--- config.mk ---
export PLATFORM = sky130hd
export DESIGN_NAME = alu8_flag_unit
export DESIGN_NICKNAME = d
export VERILOG_FILES = /design/src/rtl/alu8_pkg.sv /design/src/rtl/alu8_addsub.sv /design/src/rtl/alu8_logic.sv /design/src/rtl/alu8_shift.sv /design/src/rtl/alu8_flag_unit.sv
export SDC_FILE = /design/constraint.sdc
export NUM_CORES = 1
export LEC_CHECK = 0
export BUFFER_PORTS_ARGS = -buffer_cell sky130_fd_sc_hd__buf_4
export CORE_MARGIN = 2
export CORE_UTILIZATION = 58
export DETAILED_ROUTE_END_ITERATION = 8
export PLACE_DENSITY = 0.82
export RECOVER_POWER = 25
export SLEW_MARGIN = 20
export SYNTH_ARGS = -nofsm -noshare
export SYNTH_HDL_FRONTEND = slang
export SYNTH_SLANG_ARGS = --single-unit
--- constraint.sdc ---
create_clock -name clk -period 4.5 [get_ports clk]
set_input_delay 0.675 -clock clk [delete_from_list [all_inputs] [get_ports clk]]
set_output_delay 0.675 -clock clk [all_outputs]
set_load 0.01 [all_outputs]
--- src/rtl/alu8_pkg.sv ---
package alu8_pkg;

    typedef enum logic [3:0] {
        OP_ADD  = 4'd0,
        OP_ADC  = 4'd1,
        OP_SUB  = 4'd2,
        OP_SBC  = 4'd3,
        OP_AND  = 4'd4,
        OP_OR   = 4'd5,
        OP_XOR  = 4'd6,
        OP_TST  = 4'd7,
        OP_RL   = 4'd8,
        OP_RLC  = 4'd9,
        OP_RR   = 4'd10,
        OP_RRC  = 4'd11,
        OP_SLA  = 4'd12,
        OP_SRL  = 4'd13,
        OP_RSV0 = 4'd14,
        OP_RSV1 = 4'd15
    } alu_op_e;

    // packed order gives bit4=d ... bit0=c
    typedef struct packed {
        logic d;
        logic v;
        logic s;
        logic z;
        logic c;
    } alu_flags_t;

    typedef enum logic [2:0] {
        SH_RL  = 3'd0,
        SH_RLC = 3'd1,
        SH_RR  = 3'd2,
        SH_RRC = 3'd3,
        SH_SLA = 3'd4,
        SH_SRL = 3'd5
    } shift_sel_e;

endpackage

--- src/rtl/alu8_addsub.sv ---
module alu8_addsub #(
    parameter int W = 8
) (
    input  logic [W-1:0] a_i,
    input  logic [W-1:0] b_i,
    input  logic         cin_i,
    input  logic         sub_i,
    output logic [W-1:0] res_o,
    output logic         cout_o,
    output logic         ovf_o
);
    localparam int MSB = W - 1;

    logic [W:0] ext;

    always_comb begin
        if (sub_i) begin
            ext = {1'b0, a_i} - {1'b0, b_i} - {{W{1'b0}}, cin_i};
        end else begin
            ext = {1'b0, a_i} + {1'b0, b_i} + {{W{1'b0}}, cin_i};
        end
        res_o  = ext[MSB:0];
        // for subtraction the wrapped top bit is the borrow
        cout_o = ext[W];
        if (sub_i) begin
            ovf_o = (a_i[MSB] != b_i[MSB]) && (ext[MSB] == b_i[MSB]);
        end else begin
            ovf_o = (a_i[MSB] == b_i[MSB]) && (ext[MSB] != a_i[MSB]);
        end
    end
endmodule

--- src/rtl/alu8_logic.sv ---
module alu8_logic #(
    parameter int W = 8
) (
    input  logic [1:0]   sel_i,
    input  logic [W-1:0] a_i,
    input  logic [W-1:0] b_i,
    output logic [W-1:0] res_o
);
    always_comb begin
        unique case (sel_i)
            2'd1:    res_o = a_i | b_i;
            2'd2:    res_o = a_i ^ b_i;
            default: res_o = a_i & b_i;   // and, bit test
        endcase
    end
endmodule

--- src/rtl/alu8_shift.sv ---
module alu8_shift
    import alu8_pkg::*;
#(
    parameter int W = 8
) (
    input  logic [2:0]   sel_i,
    input  logic [W-1:0] a_i,
    input  logic         cin_i,
    output logic [W-1:0] res_o,
    output logic         cout_o,
    output logic         ovf_o
);
    localparam int MSB = W - 1;

    logic in_bit;
    logic left;

    always_comb begin
        left   = 1'b1;
        in_bit = 1'b0;
        unique case (shift_sel_e'(sel_i))
            SH_RL:  begin left = 1'b1; in_bit = a_i[MSB]; end
            SH_RLC: begin left = 1'b1; in_bit = cin_i;    end
            SH_RR:  begin left = 1'b0; in_bit = a_i[0];   end
            SH_RRC: begin left = 1'b0; in_bit = cin_i;    end
            SH_SLA: begin left = 1'b1; in_bit = 1'b0;     end
            SH_SRL: begin left = 1'b0; in_bit = 1'b0;     end
            default: begin left = 1'b1; in_bit = 1'b0;    end
        endcase
        if (left) begin
            res_o  = {a_i[MSB-1:0], in_bit};
            cout_o = a_i[MSB];
        end else begin
            res_o  = {in_bit, a_i[MSB:1]};
            cout_o = a_i[0];
        end
        ovf_o = a_i[MSB] ^ res_o[MSB];
    end
endmodule

--- src/rtl/alu8_flag_unit.sv ---
module alu8_flag_unit
    import alu8_pkg::*;
#(
    parameter int W = 8
) (
    input  logic         clk,
    input  logic         rst,
    input  logic [3:0]   op_i,
    input  logic [W-1:0] dst_i,
    input  logic [W-1:0] src_i,
    input  logic         flag_we_i,
    output logic [W-1:0] result_o,
    output logic         dst_we_o,
    output logic [4:0]   flags_o
);
    localparam int MSB = W - 1;

    typedef struct packed {
        logic [W-1:0] result;
        logic         dst_we;
        alu_flags_t   flags;
    } alu_next_t;

    alu_flags_t flags_d, flags_q;
    alu_next_t  nxt;
    alu_op_e    op;

    logic [W-1:0] as_res, lg_res, sh_res;
    logic         as_c, as_v, sh_c, sh_v;
    logic         is_sub, use_cin;

    assign op      = alu_op_e'(op_i);
    assign is_sub  = (op == OP_SUB) || (op == OP_SBC);
    assign use_cin = (op == OP_ADC) || (op == OP_SBC);

    alu8_addsub #(.W(W)) u_addsub (
        .a_i    (dst_i),
        .b_i    (src_i),
        .cin_i  (use_cin & flags_q.c),
        .sub_i  (is_sub),
        .res_o  (as_res),
        .cout_o (as_c),
        .ovf_o  (as_v)
    );

    alu8_logic #(.W(W)) u_logic (
        .sel_i (op_i[1:0]),
        .a_i   (dst_i),
        .b_i   (src_i),
        .res_o (lg_res)
    );

    alu8_shift #(.W(W)) u_shift (
        .sel_i  (op_i[2:0] - 3'd0),
        .a_i    (dst_i),
        .cin_i  (flags_q.c),
        .res_o  (sh_res),
        .cout_o (sh_c),
        .ovf_o  (sh_v)
    );

    always_comb begin
        nxt.result = dst_i;
        nxt.dst_we = 1'b0;
        nxt.flags  = flags_q;
        unique case (op)
            OP_ADD, OP_ADC, OP_SUB, OP_SBC: begin
                nxt.result  = as_res;
                nxt.dst_we  = 1'b1;
                nxt.flags.c = as_c;
                nxt.flags.v = as_v;
                nxt.flags.d = is_sub;
            end
            OP_AND, OP_OR, OP_XOR: begin
                nxt.result  = lg_res;
                nxt.dst_we  = 1'b1;
                nxt.flags.v = 1'b0;
            end
            OP_TST: begin
                nxt.result  = lg_res;
                nxt.dst_we  = 1'b0;
                nxt.flags.v = 1'b0;
            end
            OP_RL, OP_RLC, OP_RR, OP_RRC, OP_SLA, OP_SRL: begin
                nxt.result  = sh_res;
                nxt.dst_we  = 1'b1;
                nxt.flags.c = sh_c;
                nxt.flags.v = sh_v;
            end
            default: begin
                nxt.result = dst_i;
                nxt.dst_we = 1'b0;
            end
        endcase
        if (op != OP_RSV0 && op != OP_RSV1) begin
            nxt.flags.z = (nxt.result == '0);
            nxt.flags.s = nxt.result[MSB];
        end
        flags_d = flag_we_i ? nxt.flags : flags_q;
    end

    always_ff @(posedge clk) begin
        if (rst) begin
            flags_q <= '0;
        end else begin
            flags_q <= flags_d;
        end
    end

    assign result_o = nxt.result;
    assign dst_we_o = nxt.dst_we;
    assign flags_o  = flags_q;

endmodule

==> impl_results.md <==
- Setup CP Type: in -> out
- CP peak stage delay: between 0.4 and 0.5 ns
- Pwr Density: around 180 nW/µm²
- Critical path startpoint category: input pin
- Gr usage total: 29.2%
- Placer Congestion: approximately 0.96
- Critical path endpoint category: primary output
- Setup Skew: between 0.009 and 0.01 ns
- Post-Synthesis Cells: 280
- TritonRoute pass-1 iters: 5
- Post-CTS sizing: 0
- CTS sink cnt: 5
- Post-synth EDFFs: 0
- Crit path DAT: 3.62 ns
- Initial antenna violation count: 0
- Core outline area: ~3300 µm²
- Iter 0 DRT Violations: approximately 240
- Die Wd: between 60 and 70 µm
- Routed vias/inst: 6.18
- Pin count of the biggest net entering global routing: 18
- Fmax: between 200 and 250 MHz
- Ys Warns: 0
- Syn Area/Cell: 7.25 µm²
- Sequential fraction of the synthesis area: 4.93%
- H-tree Lvls: 1
- Setup WS pre-CTS: between 0.2 and 0.25 ns
- CTS root buf: clkbuf_4
- Setup TNS Final: 0 ns
- HPWL after DPL: between 4000 and 5000 µm
- Initial Util: about three fifths
- Leakage power: roughly 1.1 nW
- Multi-input gate area: 1670 µm²
- Clock Latency Late Sink: 0.27 ns
- First-pass GRT wire length: 9360 µm
- Fin area: between 2000 and 2500 µm²
- RSZ-0062 raised after global routing: no
- DR vias: 2176
- HP Class: reg -> reg
- Mapped Area: between 2000 and 2500 µm²
- Slew Limit Headroom: 53.3%
- # nets final: roughly 370
- Final Hold Vio Count: 0
- CP Data Required Time: 3.83 ns
- Status: completed
- Final Critical Period: about 4.3 ns
- Period utilization: ~95%
- GRT overflow: 0
- Register Area: around 100 µm²
- Final setup margin: just over 0.2 ns
- Antenna-violating nets left: 0
- #FFs+latches synth: 5
- Area after DPL: ~2300 µm²
- Layout area overhead: 12.6%
- Number of global-route vias before repair: about 2000
- Max-slew violation count: 0
- VDD IR-drop max: 0.0903 mV
- # hold bufs at CTS: 0
- Post-route DRC: 0
- Synth Flop Type: dfxtp_1
- Slew @ Worst Pin: 0.700 ns
- Max_cap viols: 0
- I/O Buffers: 36
- Most frequent cells in the layout: inv_1, buf_4, ha_1, nor2_1, a21oi_1
- Critical-path top delay cell: or3_2
- Antenna diodes: 0
- Distinct cells, synth: 61
- # setup viols final: 0
- CP max FO: 3
- Clk pin slew, worst setup/hold paths: about 0.040 ns
- Ys async rst share: 0%
- FILL cells: 324
- Die area: roughly 4000 µm²
- Setup Fix Bufs, Post-CTS: 0
- Number of flip-flops in the largest register: 5
- Clock buffer depth: 2
- CTS tree: built
- Worst path cell trace: buf_4 -> inv_1 -> ha_1 -> o21ai_0 -> or3_1 -> inv_1 -> fa_1 -> ha_1 -> o21ai_2 -> nand2_1 -> xor2_1 -> a221o_1 -> or3_2 -> buf_4
- Share of layout cells above drive strength 1: about 17%
- # rows: 21
- Synthesized Nets: between 300 and 400
- Final WL: about 5700 µm
- Die height: approximately 63 µm
- Routed len/inst: 16.1 µm
- CTS buffer count: 3
- Boundary Pins: 37
power by group:
part	internal [W]	leakage, nW	total [W]	switching [W]
logic	0.000134	1.03	0.000307	0.000173
clock network	0.0000339	0.0150	0.0000582	0.0000243
registers	0.0000473	0.0409	0.0000491	0.00000183
cell families (layout without fill, tap and decap cells):
kind of cell,after synthesis,in the layout,synth area share (%)
AO/OA/AOI/OAI,85,85,30.1
AND/OR/NAND/NOR,81,81,20.5
buffers and inverters,57,83,13.6
adder cells (fa/ha/maj),38,38,24.9
XOR/XNOR,13,13,5.61
flip-flops,5,5,4.93
multiplexers,1,1,0.493
worst max-delay path, delay by kind of cell:
kind                       cells  cell delay, ns
adders and majority gates      3            0.85
buffers and inverters          4            0.44
AOI/OAI and AO/OA              3            0.57
xor gates and xnor gates       1            0.14
and+or+nand+nor                3            0.93
layout make-up:
class / count / area share [%]
timing repair buffer: 41 / 12.8
multi-input combinational: 218 / 72.9
tap: 46 / 2.52
sequential: 5 / 4.38
clock buffer: 4 / 1.15
inverter: 38 / 6.24
metal layers:
| metal | GRT usage (%) | vias up | wire length, µm |
|---|---|---|---|
| li1 | - | 1046 | - |
| met1 | 40.2 | 1007 | 2390 |
| met2 | 45.6 | 102 | 2610 |
| met3 | 4.64 | 21 | 480 |
| met4 | 11.1 | 0 | 174 |
| met5 | 0 | - | 0 |
cells in the mapped netlist, types with 2 or more instances:
| cell | count | area (µm²) |
|---|---|---|
| nand2_1 | 7 | 26.3 |
| a311oi_1 | 2 | 17.5 |
| nor2b_1 | 2 | 12.5 |
| a221o_1 | 4 | 40.0 |
| nand2b_1 | 3 | 18.8 |
| or4_1 | 2 | 15.0 |
| o21a_1 | 2 | 15.0 |
| nor2_1 | 30 | 113 |
| a21o_1 | 6 | 45.0 |
| or2_1 | 2 | 12.5 |
| inv_1 | 37 | 139 |
| a211oi_1 | 4 | 30.0 |
| a21oi_1 | 23 | 115 |
| fa_1 | 4 | 80.1 |
| o221ai_1 | 3 | 26.3 |
| ha_1 | 34 | 425 |
| xnor2_1 | 6 | 52.6 |
| a211o_1 | 2 | 17.5 |
| or3_1 | 5 | 31.3 |
| o31a_1 | 2 | 17.5 |
| a31oi_1 | 2 | 12.5 |
| nand3_1 | 6 | 30.0 |
| clkbuf_1 | 2 | 7.51 |
| dfxtp_1 | 5 | 100 |
| xor2_1 | 7 | 61.3 |
| a32oi_1 | 2 | 17.5 |
| buf_2 | 4 | 20.0 |
| o21ai_0 | 12 | 60.1 |
| o211ai_1 | 2 | 15.0 |
| nor3_1 | 11 | 55.1 |
| a221oi_1 | 6 | 52.6 |
| o21ai_1 | 2 | 10.0 |
| buf_4 | 9 | 67.6 |
| buf_6 | 3 | 33.8 |
through the flow:
step | power, W | cells | hold slack [ns] | utilization [%]
2_1_floorplan | 0.000270 | 280 | 0.519 | -
3_3_place_gp | 0.000345 | 348 | 0.481 | 67.8
3_5_place_dp | 0.000348 | 348 | 0.477 | 67.8
4_1_cts | 0.000409 | 352 | 0.491 | 68.6
5_1_grt | 0.000449 | 352 | 0.501 | 68.5
6_report | 0.000414 | 352 | 0.482 | 68.5
final timing paths:
path / slack (ns) / to / cells past startpoint / from
setup / recovery: 0.21 / result_o[3] / 14 / op_i[1]
setup reg to reg: 0.86 / flags_o[1] / 12 / flags_o[0]
hold reg to reg: 0.48 / flags_o[4] / 2 / flags_o[4]
hold / removal: 0.48 / flags_o[4] / 2 / flags_o[4]
Note: power is estimated with default switching activity, not from simulation.
